**config.mk**
```make
export PLATFORM = sky130hd
export DESIGN_NAME = fpsr_unit
export DESIGN_NICKNAME = d
export VERILOG_FILES = /design/src/rtl/fpsr_pkg.sv /design/src/rtl/fpsr_exc_resolve.sv /design/src/rtl/fpsr_store.sv /design/src/rtl/fpsr_unit.sv
export SDC_FILE = /design/constraint.sdc
export NUM_CORES = 1
export LEC_CHECK = 0
export CAP_MARGIN = 20
export CORE_MARGIN = 5
export CORE_UTILIZATION = 30
export DETAILED_ROUTE_END_ITERATION = 12
export PLACE_DENSITY_LB_ADDON = 0.25
export SYNTH_ARGS = -nofsm -noshare
export SYNTH_HDL_FRONTEND = slang
export SYNTH_SLANG_ARGS = --single-unit
```
**constraint.sdc**
```tcl
create_clock -name clk -period 1.5 [get_ports clk]
set_input_delay 0.3 -clock clk [delete_from_list [all_inputs] [get_ports clk]]
set_output_delay 0.3 -clock clk [all_outputs]
set_load 0.05 [all_outputs]
```
**src/rtl/fpsr_pkg.sv**
```systemverilog
package fpsr_pkg;
  localparam int unsigned WORD_W   = 32;
  localparam int unsigned EXC_N    = 5;
  localparam int unsigned CTRL_W   = 5;
  localparam int unsigned ID_W     = 8;
  localparam int unsigned ID_LSB   = 24;
  localparam int unsigned EN_LSB   = 16;
  localparam int unsigned CTRL_LSB = 8;
  localparam int unsigned FLAG_LSB = 0;

  localparam int unsigned X_IO = 0;
  localparam int unsigned X_DZ = 1;
  localparam int unsigned X_OF = 2;
  localparam int unsigned X_UF = 3;
  localparam int unsigned X_IX = 4;

  typedef logic [EXC_N-1:0]  exc_vec_t;
  typedef logic [CTRL_W-1:0] ctrl_vec_t;
endpackage

```
**src/rtl/fpsr_exc_resolve.sv**
```systemverilog
module fpsr_exc_resolve
  import fpsr_pkg::*;
(
  input  exc_vec_t ev,
  input  logic     tiny,
  input  logic     acc_loss,
  input  exc_vec_t trap_en,
  output exc_vec_t set_mask,
  output exc_vec_t trap_mask
);
  logic     uf_q, of_q, ix_raw, ix_kill;
  exc_vec_t eff;

  always_comb begin
    uf_q    = ev[X_UF] & tiny & (trap_en[X_UF] | acc_loss);
    of_q    = ev[X_OF];
    ix_raw  = ev[X_IX] | (of_q & ~trap_en[X_OF]) | (uf_q & ~trap_en[X_UF]);
    ix_kill = (of_q & trap_en[X_OF]) | (uf_q & trap_en[X_UF]);
    eff       = ev;
    eff[X_UF] = uf_q;
    eff[X_OF] = of_q;
    eff[X_IX] = ix_raw & ~ix_kill;
  end

  for (genvar i = 0; i < EXC_N; i++) begin : g_bit
    assign set_mask[i]  = eff[i] & ~trap_en[i];
    assign trap_mask[i] = eff[i] &  trap_en[i];
  end

  always_comb begin
    p_flag_or_trap_r5: assert ((set_mask & trap_mask) == '0)
      else $error("exception both flagged and trapped");
    p_ix_precedence_r10: assert (!(trap_mask[X_IX] && (trap_mask[X_OF] || trap_mask[X_UF])))
      else $error("inexact trap beside overflow/underflow trap");
  end
endmodule

```
**src/rtl/fpsr_store.sv**
```systemverilog
module fpsr_store
  import fpsr_pkg::*;
(
  input  logic     clk,
  input  logic     rst_n,
  input  logic     wr_en,
  input  exc_vec_t wr_en_field,
  input  ctrl_vec_t wr_ctrl_field,
  input  exc_vec_t wr_flag_field,
  input  exc_vec_t hw_set,
  output exc_vec_t en_q,
  output ctrl_vec_t ctrl_q,
  output exc_vec_t flag_q
);
  always_ff @(posedge clk) begin
    if (wr_en) begin
      en_q   <= wr_en_field;
      ctrl_q <= wr_ctrl_field;
      flag_q <= wr_flag_field | hw_set;
    end else begin
      flag_q <= flag_q | hw_set;
    end
  end

  p_flags_sticky_r6: assert property (@(posedge clk) disable iff (!rst_n)
    !$past(wr_en) |-> (($past(flag_q) & ~flag_q) == '0))
    else $error("flag cleared without write");

  p_hw_set_lands_r11: assert property (@(posedge clk) disable iff (!rst_n)
    $past(hw_set) != '0 |-> (($past(hw_set) & ~flag_q) == '0))
    else $error("hardware flag set lost");
endmodule

```
**src/rtl/fpsr_unit.sv**
```systemverilog
module fpsr_unit
  import fpsr_pkg::*;
#(
  parameter logic [7:0] SYS_ID = 8'h81
) (
  input  logic        clk,
  input  logic        rst_n,
  input  logic        sw_wr_en,
  input  logic [31:0] sw_wr_data,
  output logic [31:0] sw_rd_data,
  input  logic        exc_valid,
  input  logic [4:0]  exc_event,
  input  logic        exc_tiny,
  input  logic        exc_acc_loss,
  output logic        trap_req,
  output logic [4:0]  trap_cause
);
  exc_vec_t  en_q, flag_q, set_mask, trap_mask, ev_gated, hw_set;
  ctrl_vec_t ctrl_q;

  assign ev_gated = exc_valid ? exc_event : '0;

  fpsr_exc_resolve u_resolve (
    .ev        (ev_gated),
    .tiny      (exc_tiny),
    .acc_loss  (exc_acc_loss),
    .trap_en   (en_q),
    .set_mask  (set_mask),
    .trap_mask (trap_mask)
  );

  assign hw_set = set_mask;

  fpsr_store u_store (
    .clk           (clk),
    .rst_n         (rst_n),
    .wr_en         (sw_wr_en),
    .wr_en_field   (sw_wr_data[EN_LSB +: EXC_N]),
    .wr_ctrl_field (sw_wr_data[CTRL_LSB +: CTRL_W]),
    .wr_flag_field (sw_wr_data[FLAG_LSB +: EXC_N]),
    .hw_set        (hw_set),
    .en_q          (en_q),
    .ctrl_q        (ctrl_q),
    .flag_q        (flag_q)
  );

  always_ff @(posedge clk or negedge rst_n) begin
    if (!rst_n) begin
      trap_req   <= 1'b0;
      trap_cause <= '0;
    end else begin
      trap_req   <= |trap_mask;
      trap_cause <= trap_mask;
    end
  end

  always_comb begin
    sw_rd_data = '0;
    sw_rd_data[ID_LSB +: ID_W]     = SYS_ID;
    sw_rd_data[EN_LSB +: EXC_N]    = en_q;
    sw_rd_data[CTRL_LSB +: CTRL_W] = ctrl_q;
    sw_rd_data[FLAG_LSB +: EXC_N]  = flag_q;
  end

  p_trap_needs_enable_r5: assert property (@(posedge clk) disable iff (!rst_n)
    $past(rst_n) |-> ((trap_cause & ~$past(en_q)) == '0))
    else $error("trap without enable");

  p_trap_req_cause_r5: assert property (@(posedge clk) disable iff (!rst_n)
    trap_req == (trap_cause != '0))
    else $error("trap_req disagrees with cause");

  p_idle_no_trap_r12: assert property (@(posedge clk) disable iff (!rst_n)
    !exc_valid |=> (trap_cause == '0))
    else $error("trap without valid report");
endmodule

```
==> results of run 1 <==
through the flow:
step,instances,setup WS (ns),util (%),hold WS [ns]
floorplan,85,0.0730,-,0.00441
CTS,149,0.181,56.2,0.218
finish,149,0.204,56.2,0.226
global placement,145,0.0350,55.3,0.525
global route,149,0.135,56.2,0.232
detailed placement,145,0.0116,55.3,0.532
cells in the final DEF (no fill, tap or decap):
cell / count
clkdlybuf4s50_1: 25
dfrtp_1: 6
inv_1: 2
o211a_1: 1
nand3b_1: 1
nor2b_1: 1
and3_1: 3
nand2_1: 4
a31oi_1: 1
o31ai_1: 1
o21ai_1: 1
nand3_1: 1
edfxtp_1: 10
o21ai_0: 3
a32oi_1: 1
clkbuf_1: 1
nor2_1: 2
conb_1: 17
buf_12: 22
dfxtp_1: 5
a22oi_1: 1
o311ai_2: 1
mux2i_1: 5
clkbuf_4: 3
how the worst max path moves through the flow:
stage,start,to,slack (ns)
after global routing,u_store.en_q[3],u_store.flag_q[4],0.13
after CTS,u_store.en_q[3],sw_rd_data[19],0.18
after detailed placement,exc_acc_loss,u_store.flag_q[4],0.01
after floorplan,u_store.en_q[3],u_store.flag_q[4],0.07
final,u_store.en_q[4],sw_rd_data[20],0.20
after global placement,exc_acc_loss,u_store.flag_q[4],0.03
state kept, by name (all words and copies together), names as in the netlist:
| register | flops |
|---|---|
| u_store.flag_q | 5 |
| u_store.en_q | 5 |
| u_store.ctrl_q | 5 |
| trap_cause | 5 |
| trap_req | 1 |
power breakdown:
part           total [mW]  internal, mW  switching [mW]
registers           0.703         0.653          0.0503
clock network       0.257         0.103           0.154
logic               0.574         0.254           0.320
cells by family (layout without fill, tap and decap cells):
logic type / count (synthesis) / after routing
compound gates: 10 / 10
buf+inv: 20 / 53
flops: 21 / 21
mux: 5 / 5
other cells: 2 / 17
simple gates: 12 / 12
layer usage:
layer  vias to the layer above  GRT usage [%]  wire length [um]
met4                         0           4.83                31
li1                        307              -                 -
met1                       293           9.01               641
met3                         4           5.25               281
met2                        40           16.4              1010
met5                         -              0                 0
final cells by class:
| cell class | instances | area [um2] |
|---|---|---|
| fillers | 240 | 1220 |
| repair buffers | 47 | 691 |
| flip-flops and latches | 21 | 551 |
| multi-input cells | 44 | 250 |
| well taps | 31 | 38.8 |
| clock buffers | 4 | 26.3 |
| inverters | 2 | 7.51 |
==> summary.md, run 1 <==
| Metric | Value |
|---|---|
| WL final | 1960 um |
| Ranking of synthesized cells by area | edfxtp_1 34%, dfrtp_1 17%, buf_4 14% |
| Total gr overflow | 0 |
| Max incr delay on CP | 0.51 ns |
| Global-route wire length before repair | 3050 um |
| Fin Clk Skew | 0.00237 ns |
| Synth unique cells | 22 |
| Reg2Reg Depth | 3 |
| Synth Area in Adders | 0% |
| Seq/Total Area, Yosys | 62.2% |
| Type of the worst setup path | flip-flop to output pin |
| Syn-to-layout area delta | 76.8% |
| Power, Total | 1.53 mW |
| Top FF cell, synth | edfxtp_1 |
| CP max FO | 4 |
| Chip height | 64.3 um |
| Die area | 4130 um2 |
| ANT nets after route | 0 |
| Post-cts sizing count | 0 |
| Share of layout cells above drive strength 1 | 22.0% |
| Clock Sink Count | 21 |
| Initial antenna violation count | 0 |
| Via count | 644 |
| CTS tree | built |
| Largest net degree at the start of global routing | 16 |
| Crit start category | flip-flop |
| DR pass1 iterations | 3 |
| CP delay by family, top | flip-flops |
| Fin. max-slew vios | 0 |
| CP Data Required Time | 1.20 ns |
| Clk_lat worst skew | 0.29 ns |
| Post-DP HPWL | 1700 um |
| Number of hold-repair buffers added at the cts stage | 0 |
| Initial core utilization | 31.8% |
| Root Buffer Master | clkbuf_4 |
| Final instance area | 1560 um2 |
| DIE WIDTH | 64.3 um |
| CP bufs+invs | 1 |
| Gpl congestion | 0.823 |
| Max Cap Viol | 0 |
| P per Cell Area | 981 nW/um2 |
| Final worst-path cycle share | 86.4% |
| Worst R2R Start | u_store.en_q[3] |
| Unrepaired setup endpoints after global routing | false |
| Ys async rst share | 28.6% |
| Final setup viols | 0 |
| Max stage delay cell, worst path | edfxtp_1 |
| CP Capture Type | output pin |
| Hold Path Class | input pin to async pin |
| H-tree Lvls | 1 |
| Synth Warn # | 0 |
| Max IR drop VDD | 0.800 mV |
| Xor and xnor area share after synthesis | 0% |
| Boundary Pins | 81 |
| Clock transition at path regs | 0.11 ns |
| Total track usage | 9.53% |
| Post-CTS setup buffer count | 0 |
| Vias per cell | 4.32 |
| CTS Buf Count | 3 |
| Syn Inst Count | 70 |
| Initial drt markers | 2 |
| Critical path cell sequence | buf_12 |
| Synth Area in Compound Gates | 8.63% |
| EDFF count, synth | 10 |
| Largest family of logic cells by synthesized area | buffers and inverters |
| Lkg Pwr | 0.690 nW |
| Antenna Diode Count | 0 |
| Most numerous cell in the Yosys netlist | buf_4 |
| Hold Fails Final Rpt | 0 |
| Syn Std Cell Area | 885 um2 |
| Site Rows | 19 |
| Clk buf depth | 2 |
| Outcome | finished clean |
| Synth top cells by count | 17 x buf_4, 10 x edfxtp_1, 6 x dfrtp_1 |
| DR WL/cell | 13.2 um |
| Mux contribution to synthesized area | 5.66% |
| Syn_area_per_cell | 12.6 um2 |
| Worst reg2reg setup slack | 0.21 ns |
| Dominant cell type by area after synthesis | edfxtp_1 |
| Vias in the first global route | 676 |
| Yosys top cell area share | 33.9% |
| Worst Path Arrival | 1.00 ns |
| Post-synthesis simple-gate area fraction | 6.79% |
| RR Endpoint | u_store.flag_q[4] |
| Buffers on Ports | 46 |
| Dpl cell area | 1540 um2 |
| Cell depth of the worst setup path | 1 |
| Drc violations | 0 |
| Period minus WS final | 1.30 ns |
| Fmax | 0.772 GHz |
| Flops & latches, synth | 21 |
| Setup total negative slack | 0 ns |
| # nets final | 162 |
| CORE AREA | 2780 um2 |
Note: power is estimated with default switching activity, not from simulation.
==> run 2, diff against run 1 <==
--- a/config.mk
+++ b/config.mk
@@ -7,8 +7,11 @@
 export LEC_CHECK = 0
 export CAP_MARGIN = 20
+export CELL_PAD_IN_SITES_DETAIL_PLACEMENT = 1
+export CELL_PAD_IN_SITES_GLOBAL_PLACEMENT = 1
 export CORE_MARGIN = 5
-export CORE_UTILIZATION = 30
+export CORE_UTILIZATION = 21
 export DETAILED_ROUTE_END_ITERATION = 12
 export PLACE_DENSITY_LB_ADDON = 0.25
+export SLEW_MARGIN = 10
 export SYNTH_ARGS = -nofsm -noshare
 export SYNTH_HDL_FRONTEND = slang
==> constraint.sdc (replaced) <==
create_clock -name clk -period 1.5 [get_ports clk]
set_input_delay 0.225 -clock clk [delete_from_list [all_inputs] [get_ports clk]]
set_output_delay 0.225 -clock clk [all_outputs]
set_load 0.05 [all_outputs]
==> run 2 against run 1 <==
Critical path type is now flip-flop to flip-flop; global-route usage fell by 1.4 points; critical path depth is 2 higher; combinational power fell by 14%; register-to-register slack about the same; final area down 10%; setup slack improved by 0.014 ns.
==> summary.md, run 2 (synthesis gave the netlist of run 1 again) <==
| Metric | Value |
|---|---|
| Outcome | finished clean |
| Share of layout cells above drive strength 1 | 22.9% (+0.85 points) |
| Total gr overflow | 0 (unchanged) |
| Commonest non-fill, non-tap cell in the layout | clkdlybuf4s50_1 |
| Gpl congestion | 0.715 (-13%) |
| Chip height | 74.9 um (+16%) |
| Unrepaired setup endpoints after global routing | false |
| Period minus WS final | 1.28 ns (-0.0144 ns) |
| Number of hold-repair buffers added at the cts stage | 0 (unchanged) |
| Worst reg2reg setup slack | 0.22 ns (about the same) |
| Drc violations | 0 (unchanged) |
| Clk_lat worst skew | 0.25 ns (-0.04 ns) |
| Crit start category | flip-flop |
| Final worst-path cycle share | 85.5% (-0.96 points) |
| WL final | 2220 um (+13%) |
| Setup total negative slack | 0 ns (unchanged) |
| CORE AREA | 4030 um2 (+45%) |
| Fin. max-slew vios | 0 (unchanged) |
| Fin Clk Skew | 0.000677 ns (-0.00169 ns) |
| Worst Path Arrival | 1.43 ns (+0.43 ns) |
| Site Rows | 23 (+4) |
| CP bufs+invs | 0 (-1) |
| Hold Path Class | input pin to async pin |
| Hold Fails Final Rpt | 0 (unchanged) |
| CP max FO | 5 (+1) |
| Largest net degree at the start of global routing | 16 (unchanged) |
| DIE WIDTH | 74.9 um (+16%) |
| Final worst slack | 0.218 ns (+0.0144 ns) |
| Clock Sink Count | 21 (unchanged) |
| CTS tree | built |
| Most frequent cells in the layout | 25 x clkdlybuf4s50_1, 17 x conb_1, 16 x buf_4, 10 x edfxtp_1 |
| Fmax | 0.780 GHz (+1.1%) |
| Buffers on Ports | 46 (unchanged) |
| Final Util | 34.9% (-21 points) |
| P per Cell Area | 1090 nW/um2 (+11%) |
| Vias per cell | 3.85 (-11%) |
| Antenna Diode Count | 0 (unchanged) |
| RR Endpoint | u_store.flag_q[4] |
| Clk buf depth | 2 (unchanged) |
| Boundary Pins | 81 (unchanged) |
| Post-DP HPWL | 1900 um (+11%) |
| Vias in the first global route | 722 (+6.8%) |
| Lkg Pwr | 0.634 nW (-8.2%) |
| Die area | 5610 um2 (+36%) |
| Initial core utilization | 22.0% (-9.8 points) |
| CP Data Required Time | 1.65 ns (+0.45 ns) |
| CP Capture Type | flip-flop |
| Post-cts sizing count | 0 (unchanged) |
| Total track usage | 8.18% (-1.4 points) |
| Max stage delay cell, worst path | edfxtp_1 |
| Max IR drop VDD | 0.428 mV (-47%) |
| DR WL/cell | 13.2 um (+0.30%) |
| ANT nets after route | 0 (unchanged) |
| Reg2Reg Depth | 3 (unchanged) |
| Post-CTS setup buffer count | 0 (unchanged) |
| Root Buffer Master | clkbuf_8 |
| Cell depth of the worst setup path | 3 (+2) |
| Clock transition at path regs | 0.08 ns (-0.03 ns) |
| Final setup viols | 0 (unchanged) |
| CP delay by family, top | compound AO/OA/AOI/OAI gates |
| Critical path cell sequence | o211a_1, o311ai_2, o21ai_1 |
| CTS Buf Count | 3 (unchanged) |
| DR pass1 iterations | 4 (+1) |
| Via count | 646 (+0.31%) |
| Max incr delay on CP | 0.49 ns (-0.02 ns) |
| Worst R2R Start | u_store.en_q[3] |
| Initial drt markers | 19 (+17) |
| Global-route wire length before repair | 3370 um (+11%) |
| Type of the worst setup path | flip-flop to flip-flop |
| Syn-to-layout area delta | 59.1% |
| # nets final | 162 (unchanged) |
| Pre-CTS setup slack | 0.0809 ns (+0.0692 ns) |
| Initial antenna violation count | 0 (unchanged) |
| H-tree Lvls | 1 (unchanged) |
| Max Cap Viol | 0 (unchanged) |
[run 2: area by class of cell]
type / count / area, um2
Clock inverter: 1 / 5.00
Timing Repair Buffer: 47 / 490
Inverter: 2 / 7.51
Clock buffer: 3 / 41.3
Fill cell: 463 / 2620
Multi-Input combinational cell: 44 / 250
Tap cell: 50 / 62.6
Sequential cell: 21 / 551
[run 2: worst max-delay path by stage]
stage                    startpoint           endpoint  slack [ns]
finish              u_store.en_q[3]  u_store.flag_q[4]        0.22
global route        u_store.en_q[3]  u_store.flag_q[4]        0.13
CTS                 u_store.en_q[3]  u_store.flag_q[4]        0.19
detailed placement     exc_acc_loss  u_store.flag_q[4]        0.08
global placement       exc_acc_loss  u_store.flag_q[4]        0.09
floorplan           u_store.en_q[3]  u_store.flag_q[4]        0.07
[run 2: per-stage QoR]
stage | cells | cell area [um2] | hold WS [ns] | power, mW
CTS | 168 | 1410 | 0.185 | 1.57
global route | 168 | 1410 | 0.207 | 1.61
finish | 168 | 1410 | 0.192 | 1.54
floorplan | 85 | 941 | -0.0706 | 1.02
detailed placement | 164 | 1360 | 0.472 | 1.19
global placement | 164 | 1360 | 0.459 | 1.19
[run 2: worst reg2reg max path: stages, from the launching register on]
cell	delay [ns]
edfxtp_1	0.49
o211a_1	0.30
o311ai_2	0.30
o21ai_1	0.08
[run 2: routing by layer]
| metal | vias up | global-route usage, % | wire [um] |
|---|---|---|---|
| li1 | 304 | - | - |
| met1 | 303 | 8.10 | 758 |
| met2 | 37 | 14.4 | 1150 |
| met3 | 2 | 4.01 | 292 |
| met4 | 0 | 3.56 | 16 |
| met5 | - | 0 | 0 |
[run 2: where the power goes]
part           total (mW)  internal [mW]  switching, mW
logic               0.491          0.168          0.323
clock network       0.365          0.185          0.180
registers           0.683          0.652         0.0312
total                1.54           1.00          0.534
==> run 3, diff against run 2 <==
- CORE_MARGIN: 5 -> unset
- SLEW_MARGIN: 10 -> unset
==> run 3 against run 2 <==
Via count decreased by 0.15%; largest cell class unchanged; count of clock-buffer cells in the layout unchanged; power decreased by 0.56%; die area decreased by 20%; core utilization decreased by 0.12 points; flip-flop and latch count unchanged; combinational power decreased by 1%; largest power group unchanged.
==> summary.md, run 3 (synthesis gave the netlist of run 1 again) <==
| Metric | Value |
|---|---|
| WL final | 1950 um (-12%) |
| Seq pwr share | 44.8% (+0.4 points) |
| Clk_lat worst skew | 0.26 ns (about the same) |
| Hold Path Class | input pin to async pin |
| Site Rows | 23 (unchanged) |
| NetSw | 0.527 mW (-1.4%) |
| Global-route wire length before repair | 2960 um (-12%) |
| Power Internal | 1.00 mW (-0.12%) |
| Fin Clk Skew | 0.00505 ns (+0.00437 ns) |
| Critical path cell sequence | o211a_1, o311ai_2, o21ai_1 |
| Total gr overflow | 0 (unchanged) |
| Unrepaired setup endpoints after global routing | false |
| Root Buffer Master | clkbuf_8 |
| Max stage delay cell, worst path | edfxtp_1 |
| Commonest non-fill, non-tap cell in the layout | clkdlybuf4s50_1 |
| Buffers on Ports | 46 (unchanged) |
| End of the critical path | u_store.flag_q[4] |
| Clock share of power | 23.5% (-0.2 points) |
| Outcome | finished clean |
| Die area | 4480 um2 (-20%) |
| ANT nets after route | 0 (unchanged) |
| Post-DP HPWL | 1600 um (-16%) |
| CP Data Required Time | 1.65 ns (about the same) |
| DR WL/cell | 11.5 um (-13%) |
| Clk buf depth | 2 (unchanged) |
| Max IR drop VDD | 0.573 mV (+34%) |
| Type of the worst setup path | flip-flop to flip-flop |
| Final setup viols | 0 (unchanged) |
| CP Capture Type | flip-flop |
| Largest net degree at the start of global routing | 13 (-3) |
| CP bufs+invs | 0 (unchanged) |
| CTS Buf Count | 3 (unchanged) |
| H-tree Lvls | 1 (unchanged) |
| DR pass1 iterations | 3 (-1) |
| Pre-CTS setup slack | 0.0883 ns (+0.00742 ns) |
| Final worst slack | 0.211 ns (-0.00694 ns) |
| Share of layout cells above drive strength 1 | 23.5% (+0.65 points) |
| Switch share | 34.4% (-0.29 points) |
| CP delay by family, top | compound AO/OA/AOI/OAI gates |
| Initial drt markers | 20 (+1) |
| Fillers | 450 (-2.8%) |
| Cell depth of the worst setup path | 3 (unchanged) |
| Fin. max-slew vios | 0 (unchanged) |
| Final worst-path cycle share | 85.9% (+0.46 points) |
| Most frequent cells in the layout | 25 x clkdlybuf4s50_1, 18 x buf_4, 17 x conb_1, 10 x edfxtp_1, 6 x dfrtp_1 |
| Drc violations | 0 (unchanged) |
| Chip height | 66.9 um (-11%) |
| Vias per cell | 3.82 (-0.75%) |
| Initial antenna violation count | 0 (unchanged) |
| Final hold slack | 0.193 ns (+0.00115 ns) |
| Clock Sink Count | 21 (unchanged) |
| Setup total negative slack | 0 ns (unchanged) |
| Antenna Diode Count | 0 (unchanged) |
| Hold Fails Final Rpt | 0 (unchanged) |
| P per Cell Area | 1090 nW/um2 (-0.21%) |
| Worst reg2reg setup slack | 0.21 ns (about the same) |
| Setup crit start | u_store.en_q[3] |
| Max Cap Viol | 0 (unchanged) |
| Period minus WS final | 1.29 ns (+0.00694 ns) |
| Reg2Reg Depth | 3 (unchanged) |
| Gpl congestion | 0.793 (+11%) |
| RR Endpoint | u_store.flag_q[4] |
| Gate power share | 31.7% (-0.2 points) |
| Worst R2R Start | u_store.en_q[3] |
| Post-CTS setup buffer count | 0 (unchanged) |
| CTS tree | built |
| Via count | 645 (-0.15%) |
| Syn-to-layout area delta | 58.6% |
| Number of hold-repair buffers added at the cts stage | 0 (unchanged) |
| Worst Path Arrival | 1.44 ns (about the same) |
| Clock transition at path regs | 0.07 ns (about the same) |
| Total track usage | 9.18% (+1.0 points) |
| Boundary Pins | 81 (unchanged) |
| Fmax | 0.776 GHz (-0.54%) |
| Post-cts sizing count | 0 (unchanged) |
| Lkg Pwr | 0.634 nW (about the same) |
| CORE AREA | 4030 um2 (unchanged) |
| DIE WIDTH | 66.9 um (-11%) |
| Max incr delay on CP | 0.50 ns (about the same) |
| Vias in the first global route | 616 (-15%) |
| # nets final | 163 (+0.62%) |
| CP max FO | 5 (unchanged) |
| Crit start category | flip-flop |
| Initial core utilization | 22.0% (unchanged) |
-- run 3: changes by cell type in the layout (fill, tap and decap cells not counted), sizes merged --
cell,previous run,this run
buf,22,23
-- run 3: how the worst min path moves through the flow --
stage,cells past startpoint,to
floorplan,0,trap_cause[0]
global placement,2,u_store.flag_q[2]
detailed placement,1,trap_cause[0]
CTS,1,trap_cause[0]
global route,1,trap_cause[1]
finish,1,trap_cause[1]
-- run 3: metrics by stage --
step           cells  power, mW  cell area, um2  utilization [%]
6_report         169       1.53            1400             34.8
5_1_grt          169       1.59            1400             34.8
4_1_cts          169       1.56            1400             34.8
3_5_place_dp     165       1.19            1360             33.7
3_3_place_gp     165       1.18            1360             33.7
2_1_floorplan     85       1.02             941                -
-- run 3: final cells by class --
type / instances / area, um2 / area share (%)
clock buffer: 3 / 41.3 / 2.94
clock inverter: 1 / 5.00 / 0.357
inverter: 2 / 7.51 / 0.535
multi-input combinational: 44 / 250 / 17.8
sequential: 21 / 551 / 39.3
tap: 50 / 62.6 / 4.46
timing repair buffer: 48 / 485 / 34.6
-- run 3: per-layer routing --
| metal | track usage (%) | routed length (um) | vias to the layer above |
|---|---|---|---|
| li1 | - | - | 307 |
| met1 | 10.3 | 760 | 299 |
| met2 | 14.9 | 1000 | 35 |
| met3 | 4.11 | 157 | 4 |
| met4 | 3.99 | 25 | 0 |
| met5 | 0 | 0 | - |
-- run 3: power by group through the flow --
stage	Sequential [mW]	Clock [mW]	Combinational, mW
after floorplan	0.851	0	0.167
after global placement	0.696	0	0.485
after detailed placement	0.697	0	0.488
after CTS	0.686	0.381	0.489
after global routing	0.693	0.393	0.507
final	0.685	0.359	0.486
-- run 3: worst reg2reg max path: stages (launching register included) --
cell and delay [ns]:
edfxtp_1 0.50, o211a_1 0.30, o311ai_2 0.30, o21ai_1 0.08
